File: src/rtl/psa_pkg.sv
package psa_pkg;

  typedef enum logic [1:0] {
    SZ_B8  = 2'd0,
    SZ_B16 = 2'd1,
    SZ_B32 = 2'd2,
    SZ_B64 = 2'd3
  } lane_size_e;

  localparam int NUM_SIZES = 4;
  localparam int MIN_LANE  = 8;

  // lane width in bits for a size code
  function automatic int lane_bits(input logic [1:0] code);
    return MIN_LANE << code;
  endfunction

  // number of lanes a vector of vec_w bits holds at a size code
  function automatic int lane_count(input int vec_w, input logic [1:0] code);
    return vec_w / lane_bits(code);
  endfunction

endpackage

File: src/rtl/psa_lane_unit.sv
module psa_lane_unit #(
  parameter int LANE_W = 8
) (
  input  logic              clk,
  input  logic              rst_n,
  input  logic [LANE_W-1:0] acc_lane,
  input  logic [LANE_W-1:0] src_lane,
  input  logic              active,
  output logic [LANE_W-1:0] res_lane,
  output logic              sat_hit
);

  // two guard bits: signed max plus unsigned max needs N+2 bits
  localparam int EXT_W = LANE_W + 2;
  localparam logic [LANE_W-1:0] POS_MAX = {1'b0, {(LANE_W-1){1'b1}}};

  function automatic logic [EXT_W-1:0] mixed_add(
    input logic [LANE_W-1:0] s_val,
    input logic [LANE_W-1:0] u_val
  );
    logic [EXT_W-1:0] s_ext, u_ext;
    s_ext = {{2{s_val[LANE_W-1]}}, s_val};
    u_ext = {2'b00, u_val};
    return s_ext + u_ext;
  endfunction

  // positive and beyond the N-bit signed range
  function automatic logic above_max(input logic [EXT_W-1:0] sum);
    return !sum[EXT_W-1] && (sum[EXT_W-2:LANE_W-1] != '0);
  endfunction

  logic [EXT_W-1:0]  wide_sum;
  logic              sum_over;
  logic [LANE_W-1:0] clamped;

  always_comb begin
    wide_sum = mixed_add(acc_lane, src_lane);
    sum_over = above_max(wide_sum);
    clamped  = sum_over ? POS_MAX : wide_sum[LANE_W-1:0];
    res_lane = active ? clamped : acc_lane;
    sat_hit  = active && sum_over;
  end

  // an active lane never goes below its accumulator
  assert_no_drop_R3: assert property (@(posedge clk) disable iff (!rst_n)
    active |-> ($signed(res_lane) >= $signed(acc_lane)));

  // a flagged lane sits at the signed maximum
  assert_sat_at_max_R3: assert property (@(posedge clk) disable iff (!rst_n)
    sat_hit |-> (res_lane == POS_MAX));

  // flags only come from active lanes
  assert_sat_active_R4: assert property (@(posedge clk) disable iff (!rst_n)
    sat_hit |-> active);

  // zero addend leaves the accumulator
  assert_zero_src_R9: assert property (@(posedge clk) disable iff (!rst_n)
    (active && src_lane == '0) |-> (res_lane == acc_lane && !sat_hit));

endmodule

File: src/rtl/psa_width_bank.sv
module psa_width_bank #(
  parameter int VEC_W  = 128,
  parameter int LANE_W = 8
) (
  input  logic               clk,
  input  logic               rst_n,
  input  logic [VEC_W-1:0]   acc_vec,
  input  logic [VEC_W-1:0]   src_vec,
  input  logic [VEC_W/8-1:0] pred_mask,
  output logic [VEC_W-1:0]   res_vec,
  output logic [VEC_W/8-1:0] sat_lanes
);

  localparam int NBYTES    = VEC_W / 8;
  localparam int LANES     = VEC_W / LANE_W;
  localparam int LANE_BYTE = LANE_W / 8;

  logic [LANES-1:0] lane_on;
  logic [LANES-1:0] lane_sat;

  // only the lowest byte's mask bit of each lane enables it
  always_comb begin
    lane_on = '0;
    for (int b = 0; b < NBYTES; b++) begin
      if (b % LANE_BYTE == 0) lane_on[b / LANE_BYTE] = pred_mask[b];
    end
  end

  for (genvar e = 0; e < LANES; e++) begin : g_lane
    psa_lane_unit #(.LANE_W(LANE_W)) u_lane (
      .clk      (clk),
      .rst_n    (rst_n),
      .acc_lane (acc_vec[e*LANE_W +: LANE_W]),
      .src_lane (src_vec[e*LANE_W +: LANE_W]),
      .active   (lane_on[e]),
      .res_lane (res_vec[e*LANE_W +: LANE_W]),
      .sat_hit  (lane_sat[e])
    );
  end

  if (LANES < NBYTES) begin : g_pad
    assign sat_lanes = {{(NBYTES-LANES){1'b0}}, lane_sat};
  end else begin : g_full
    assign sat_lanes = lane_sat;
  end

endmodule

File: src/rtl/psa_vec_add.sv
module psa_vec_add
  import psa_pkg::*;
#(
  parameter int VEC_W = 128
) (
  input  logic               clk,
  input  logic               rst_n,
  input  logic [1:0]         size_code,
  input  logic [VEC_W/8-1:0] pred_mask,
  input  logic [VEC_W-1:0]   acc_vec,
  input  logic [VEC_W-1:0]   src_vec,
  output logic [VEC_W-1:0]   res_vec,
  output logic [VEC_W/8-1:0] sat_flags
);

  localparam int NBYTES = VEC_W / 8;

  logic [VEC_W-1:0]  bank_res [NUM_SIZES];
  logic [NBYTES-1:0] bank_sat [NUM_SIZES];
  logic [VEC_W-1:0]  sel_res;
  logic [NBYTES-1:0] sel_sat;

  initial begin
    if (VEC_W % 64 != 0 || VEC_W < 64)
      $error("psa_vec_add: VEC_W must be a positive multiple of 64");
  end

  for (genvar g = 0; g < NUM_SIZES; g++) begin : g_bank
    psa_width_bank #(.VEC_W(VEC_W), .LANE_W(MIN_LANE << g)) u_bank (
      .clk       (clk),
      .rst_n     (rst_n),
      .acc_vec   (acc_vec),
      .src_vec   (src_vec),
      .pred_mask (pred_mask),
      .res_vec   (bank_res[g]),
      .sat_lanes (bank_sat[g])
    );
  end

  // the size code picks one bank
  always_comb begin
    sel_res = bank_res[size_code];
    sel_sat = bank_sat[size_code];
  end

  // single output register with async clear
  always_ff @(posedge clk or negedge rst_n) begin
    if (!rst_n) begin
      res_vec   <= '0;
      sat_flags <= '0;
    end else begin
      res_vec   <= sel_res;
      sat_flags <= sel_sat;
    end
  end

  // outputs are clear on the first edge after reset release
  assert_reset_clear_R8: assert property (@(posedge clk) disable iff (!rst_n)
    $rose(rst_n) |-> (res_vec == '0 && sat_flags == '0));

  // all-zero mask passes the accumulator through a cycle later
  assert_passthru_R5: assert property (@(posedge clk) disable iff (!rst_n)
    (pred_mask == '0) |=> (res_vec == $past(acc_vec) && sat_flags == '0));

  // no more flags than lanes at the sampled size
  assert_flag_count_R4: assert property (@(posedge clk) disable iff (!rst_n)
    1'b1 |=> ($countones(sat_flags) <= lane_count(VEC_W, $past(size_code))));

endmodule

File: config.mk
export PLATFORM = sky130hd
export DESIGN_NAME = psa_vec_add
export DESIGN_NICKNAME = d
export VERILOG_FILES = /design/src/rtl/psa_pkg.sv /design/src/rtl/psa_lane_unit.sv /design/src/rtl/psa_width_bank.sv /design/src/rtl/psa_vec_add.sv
export SDC_FILE = /design/constraint.sdc
export NUM_CORES = 1
export LEC_CHECK = 0
export CAP_MARGIN = 20
export CORE_AREA = 2 2 444 402
export DETAILED_ROUTE_END_ITERATION = 8
export DIE_AREA = 0 0 446 404
export DONT_BUFFER_PORTS = 1
export HOLD_SLACK_MARGIN = 0.12
export PLACE_DENSITY_LB_ADDON = 0.3
export RECOVER_POWER = 25
export SLEW_MARGIN = 30
export SYNTH_ARGS = -nofsm -noshare
export SYNTH_HDL_FRONTEND = slang
export SYNTH_HIERARCHICAL = 1
export SYNTH_SLANG_ARGS = --single-unit
export TNS_END_PERCENT = 10
File: constraint.sdc
create_clock -name clk -period 0.8 [get_ports clk]
set_input_delay 0.08 -clock clk [delete_from_list [all_inputs] [get_ports clk]]
set_output_delay 0.08 -clock clk [all_outputs]
set_load 0.1 [all_outputs]
==> results of run 1 <==
## cell type report
cell class,instances,share of cell area [%]
Multi-Input combinational cell,4961,61.5
Inverter,239,1.43
Timing Repair Buffer,1827,25.7
Tap cell,2294,4.57
Antenna cell,6,0.0239
Sequential cell,144,5.80
Clock buffer,19,0.705
Clock inverter,11,0.263
## worst max path at each step
stage / startpoint / to / slack (ps) / cells after the start
floorplan: acc_vec[64] / res_vec[65]$_DFF_PN0_ / -2460 / 16
global placement: acc_vec[64] / res_vec[69]$_DFF_PN0_ / -3500 / 16
detailed placement: acc_vec[64] / res_vec[69]$_DFF_PN0_ / -3490 / 16
CTS: acc_vec[68] / res_vec[74]$_DFF_PN0_ / -2310 / 16
global route: src_vec[0] / res_vec[60]$_DFF_PN0_ / -2430 / 17
finish: src_vec[0] / res_vec[43]$_DFF_PN0_ / -2330 / 17
## flip-flops by register name, summed over array words and instances, names as in the netlist
| name | cells |
|---|---|
| res_vec | 128 |
| sat_flags | 16 |
## repair_timing
action	CTS	global route
resized for setup	197	111
setup endpoints to repair	288	288
gates cloned	5	1
buffers inserted	15	7
pin swaps	98	59
hold endpoints to repair	288	288
## kinds of logic after synthesis
kind of cell               after synthesis
buffers and inverters                  552
adders and majority gates              572
muxes                                  173
other                                    3
and+or+nand+nor                       1582
DFF                                    144
AOI/OAI and AO/OA                     2200
xor gates and xnor gates               400
## stage by stage
step	hold slack, ps	setup slack (ps)
after floorplan	-216	-2460
after global placement	-204	-3500
after detailed placement	-207	-3490
after CTS	-870	-2310
after global routing	-857	-2430
final	-818	-2330
## metal layers
metal / vias up / global-route usage [%] / part of all wire, %
met3: 181 / 2.45 / 4.7
li1: 24400 / - / -
met1: 23900 / 26.8 / 44
met5: - / 0 / 0
met4: 0 / 5.73 / 2.7
met2: 1258 / 35.9 / 48
## critical path, cell delays in order
cell and delay (ps):
ha_4 150, fa_2 360, a211oi_4 240, o211ai_1 190
a41oi_2 280, o31a_1 330, o21ai_2 120, a21oi_2 210
o21ai_2 100, a41oi_2 240, and2_4 190, o31ai_4 70
inv_4 140, buf_4 140, buf_12 130, a31oi_1 90
mux4_2 490
## report_power, final
part           switching [mW]  leakage (nW)  total [mW]  internal, mW
Combinational            34.1          25.9        64.4          30.3
Sequential               1.69          1.59        10.3          8.63
Clock                    4.65         0.287        9.89          5.24
Total                    40.5          27.8        84.6          44.2
## cell usage after synthesis, types with 51 or more instances
| cell | number |
|---|---|
| a211oi_1 | 89 |
| inv_1 | 238 |
| nand2_1 | 346 |
| buf_2 | 61 |
| nor2_1 | 686 |
| a31oi_1 | 261 |
| dfrtp_1 | 144 |
| a21o_1 | 146 |
| a31oi_2 | 77 |
| ha_1 | 542 |
| o21ai_0 | 290 |
| xor2_1 | 180 |
| clkbuf_1 | 139 |
| xnor2_1 | 220 |
| nand2b_1 | 64 |
| o22a_1 | 116 |
| mux4_2 | 144 |
| nand4_1 | 59 |
| o21a_1 | 86 |
| o211ai_1 | 51 |
| nand3_1 | 136 |
| a21oi_1 | 607 |
| nor3_1 | 51 |
==> run metrics, run 1 <==
Die Ht 404 µm; CTS H-tree lvls 4; hold-fix buffers at CTS 1; required time worst endpoint 1240 ps; largest net degree at the start of global routing 227; drt drc 0; Simple-Gate Fraction of Synth Area 16.9%; multiplexer area fraction after synthesis 8.14%; drt first-iter violations 3608; IO Count 420; FP Rows 146; commonest non-fill, non-tap cells in the layout buf_4 (1625), nor2_1 (637), a21oi_1 (563); fin area 62800 µm²; Critical Path Sink Type flop; ys async rst share 100%; Cell Area, Placed 60700 µm²; Avg Inst Size Synth 7.78 µm²; gr usage total 20.7%; fraction of layout cells with a size suffix above 1 35.1%; Worst-Margin Slew 586 ps; Hold/Removal Path Class primary input to asynchronous set/reset pin; post-synthesis cell count 5626; area of the multi-input gates 38700 µm²; XOR/XNOR Fraction of Synth Area 8.01%; DPL Wire Length 153000 µm; peak supply drop 0.00217 V; sequential cell area fraction in the yosys report 8.24%; crit path max fanout 12; Pre-antenna DRT Iters 6; synthesis warning total 6; wire per inst 20.1 µm; Final ANT Viol Nets 0; f_max 0.320 GHz; initial antenna violation count 2; mapped cell area 43800 µm²; GP Congestion 0.940; Crit Path Class primary input to flop; Power Total 84.6 mW; area of the core 175000 µm²; setup ws final -2330 ps; vias in the first global route 48800; Yosys reg bits 144; Fill cells 18000; Area Overhead vs Synth 43.6%; dpl cells 9437; final std cells w/o fill 9501; post-layout net count 8038; leakage 27.8 nW; Port Buffers 0; sequential cell area 3640 µm²; Pins Over Slew Limit 0; status finished with violations; Starting Density 25.0%; Fin Hold WS -818 ps; startpoint types primary input; top cells by area, synth ha_1 (15%), dfrtp_1 (8.2%), mux4_2 (7.4%); Unique masters post-synth 114; CP Data Arrival Time 3570 ps; Final setup viols 288; Slew HR 60.4%; Max-cap violations 0; largest family of logic cells by synthesized area compound AO/OA/AOI/OAI gates; TNS Setup -377230 ps; CTS buffer count 17; RSZ-0062 raised after global routing yes; DRT Wirelength 191000 µm; Yosys top cell area share 15.5%; Final Hold Vio Count 285; Synth Area in Adders 16.9%; power density over cell area 1350 nW/µm²; first-pass GRT wire length 292000 µm; DR vias/cell 5.24; violated checks hold timing, setup timing; Die Width 446 µm; clk sinks 144; CTS tree yes; Tmin final 3130 ps; Layout Utilization 35.8%; commonest non-fill, non-tap cell in the layout buf_4; Clock transition at path regs 90 ps; Max clock buf depth 2; GR Overflow Total 0; die area 180000 µm²; final period utilization 391%; post-synth top area cell ha_1; via count 49800; Compound-Gate Fraction of Synth Area 35.7%; Top FF cell, synth dfrtp_1; Root Driver clkbuf_16; number of synthesized flops with an enable pin 0
No activity file was read; power rests on OpenSTA's default activity.
==> run 2: changes to the inputs <==
CORE_AREA = 2 2 320 291   (was 2 2 444 402)
DIE_AREA = 0 0 322 293   (was 0 0 446 404)
SYNTH_HIERARCHICAL = not set   (was 1)
==> run 2 against run 1 <==
Effect of this change: non-clock buffer count shrank 521; final cell count shrank 43%; flip-flop and latch count is the same; largest cell class unchanged; core utilization grew 6.0 points; the flow still finishes with violations (hold timing, setup timing); clock power shrank 5.9%; critical path depth shrank 1.
==> run metrics, run 2 <==
max reg flops 128 (unchanged); post-synth top area cell dfrtp_1; Fill cells 9173 (-49%); cell family with most CP delay compound AO/OA/AOI/OAI gates; CTS H-tree lvls 4 (unchanged); Yosys top cell area share 15.9% (+0.44 points); first-pass GRT wire length 183000 µm (-37%); sw frac 47.8% (about the same); Top FF cell, synth dfrtp_1; top sig layer met5; post-synthesis cell count 3124 (-44%); post-layout net count 4686 (-42%); worst-path cell chain ha_4, buf_4, a21oi_2, o211ai_1, nand4_1, a2111oi_4, buf_4, or3_4, a2111oi_4, a31oi_2, mux2i_4, buf_12, nand2_8, buf_12, o221ai_4, o2111ai_2; top cells by area, synth dfrtp_1 (16%), ha_1 (8.7%), xnor2_1 (6.6%); violated checks hold timing, setup timing; max incr delay on CP 410 ps (-80 ps); Critical Path Sink Type flop; vias in the first global route 29100 (-40%); commonest non-fill, non-tap cell in the layout buf_4; Worst setup startpoint src_vec[68]; Max-cap violations 0 (unchanged); ys async rst share 100% (unchanged); wire per inst 23.0 µm (+14%); Die Width 322 µm (-28%); clk sinks 144 (unchanged); largest net degree at the start of global routing 145 (-36%); number of synthesized flops with an enable pin 0 (unchanged); dpl cells 5265 (-44%); fraction of layout cells with a size suffix above 1 38.4% (+3.3 points); critical path buffer and inverter count 4 (+1); drt first-iter violations 2281 (-37%); commonest non-fill, non-tap cells in the layout buf_4 (1028), nand2_1 (286), nor2_1 (240); crit path max fanout 6 (-6); CP max-delay cell a2111oi_4; Fin Hold WS -743 ps (+75.5 ps); Final setup viols 288 (unchanged); Tmin final 2850 ps (-276 ps); drt drc 0 (unchanged); Starting Density 24.9% (about the same); met3 WL post-DR 10300 µm (+15%); CTS buffer count 17 (unchanged); startpoint types primary input; final std cells w/o fill 5428 (-43%); leakage 16.5 nW (-41%); Port Buffers 0 (unchanged); initial antenna violation count 5 (+3); area of the core 90600 µm² (-48%); Clock power frac 15.4% (+3.7 points); DR vias/cell 5.44 (+3.7%); Crit Path Class primary input to flop; Yosys reg bits 144 (unchanged); Die Ht 293 µm (-27%); mapped cell area 22600 µm² (-48%); Final Hold Vio Count 264 (-7.4%); Final ANT Viol Nets 0 (unchanged); setup ws final -2050 ps (+276 ps); status finished with violations; Layout Utilization 41.8% (+6.0 points); final period utilization 356% (-35 points); DRT met1 WL 52900 µm (-38%); die area 94300 µm² (-48%); DRT Wirelength 125000 µm (-35%); most common cell in the netlist nand2_1; Unique masters post-synth 109 (-4.4%); Worst Setup EP res_vec[109]$_DFF_PN0_; metal2 WL 56300 µm (-39%); GR Overflow Total 0 (unchanged); gr usage total 25.6% (+5.0 points); Comb power frac 68.8% (-7.3 points); power density over cell area 1590 nW/µm² (+18%); Psw 28.9 mW (-29%); Hold/Removal Path Class primary input to asynchronous set/reset pin; synthesis warning total 0 (-6); top cells by count, synth nand2_1 (295), o21ai_0 (274), a21oi_1 (273), nor2_1 (253), xnor2_1 (170); sequential cell area fraction in the yosys report 15.9% (+7.7 points); Pre-antenna DRT Iters 5 (-1); Slew HR 30.0% (-30 points); CTS tree yes; Top reg by flops res_vec; RSZ-0062 raised after global routing yes; CP Data Arrival Time 3210 ps (-360 ps); Root Driver clkbuf_16; Int Power 31.5 mW (-29%); via count 29500 (-41%); required time worst endpoint 1160 ps (-80 ps); Avg Inst Size Synth 7.24 µm² (-7.0%); critical path depth in cells 16 (-1); Max clock buf depth 2 (unchanged); GP Congestion 0.987 (+5.0%); Pins Over Slew Limit 0 (unchanged); syn_nets 3574; Largest regs res_vec: 128 flops, sat_flags: 16 flops; Area Overhead vs Synth 67.7%; FP Rows 105 (-28%); Worst-Margin Slew 1050 ps (+460 ps); DPL Wire Length 98500 µm (-36%); IO Count 420 (unchanged); peak supply drop 0.00110 V (-49%); Clock transition at path regs 90 ps (about the same); f_max 0.351 GHz (+9.7%); Seq pwr share 15.8% (+3.6 points)
-- run 2: metrics by stage --
stage | TNS (ps) | setup WS (ps) | cell area [µm²] | power (mW)
after global routing | -330290 | -2110 | 37900 | 63.2
after detailed placement | -361860 | -2740 | 34300 | 47.9
after CTS | -306480 | -1920 | 36900 | 59.2
final | -312100 | -2050 | 37900 | 60.4
after floorplan | -315930 | -2310 | 23000 | 30.9
after global placement | -358860 | -2730 | 34300 | 47.9
-- run 2: per-layer routing --
metal,vias up,GRT usage (%)
met5,-,0
met4,4,11.1
met3,281,6.87
met2,1207,41.0
met1,14200,32.3
li1,13800,-
-- run 2: worst min path at each step --
stage / to / slack [ps] / startpoint / cells after the start
after detailed placement: res_vec[19]$_DFF_PN0_ / -210 / rst_n / 0
final: res_vec[13]$_DFF_PN0_ / -740 / rst_n / 0
after floorplan: res_vec[0]$_DFF_PN0_ / -220 / rst_n / 0
after global routing: res_vec[19]$_DFF_PN0_ / -770 / rst_n / 0
after CTS: res_vec[21]$_DFF_PN0_ / -790 / rst_n / 0
after global placement: res_vec[19]$_DFF_PN0_ / -210 / rst_n / 0
-- run 2: kinds of logic (layout without fill, tap and decap cells) --
logic type | count (synthesis) | count (layout) | synth area share (%)
muxes | 25 | 25 | 1.25
other | 0 | 2 | 0
adders and majority gates | 174 | 174 | 10.2
AOI/OAI and AO/OA | 1255 | 1255 | 36.8
xor gates and xnor gates | 284 | 284 | 11.0
and+or+nand+nor | 911 | 911 | 18.8
DFF | 144 | 144 | 15.9
buffers and inverters | 331 | 1456 | 6.09
-- run 2: layout make-up --
class / count / area [µm²] / share of cell area [%]
sequential: 144 / 3630 / 9.57
multi-input combinational: 2649 / 19600 / 51.7
tap: 1177 / 1470 / 3.88
clock buffer: 22 / 464 / 1.22
inverter: 118 / 443 / 1.17
timing repair buffer: 1306 / 12200 / 32.1
clock inverter: 10 / 135 / 0.356
antenna: 2 / 5.00 / 0.0132
-- run 2: repair_timing --
action | 4_1_cts | 5_1_grt
setup endpoints to repair | 288 | 288
pin swaps | 66 | 78
hold endpoints to repair | 288 | 281
hold buffers | 80 | 11
resized for setup | 192 | 191
cloned | 1 | 1
buffers inserted | 28 | 10
-- run 2: power groups by stage --
stage | clock network (mW) | registers [mW] | logic (mW)
6_report | 9.31 | 9.56 | 41.5
5_1_grt | 9.79 | 9.64 | 43.7
4_1_cts | 9.54 | 9.54 | 40.1
3_5_place_dp | 0 | 9.64 | 38.3
3_3_place_gp | 0 | 9.68 | 38.2
2_1_floorplan | 0 | 16.8 | 14.1
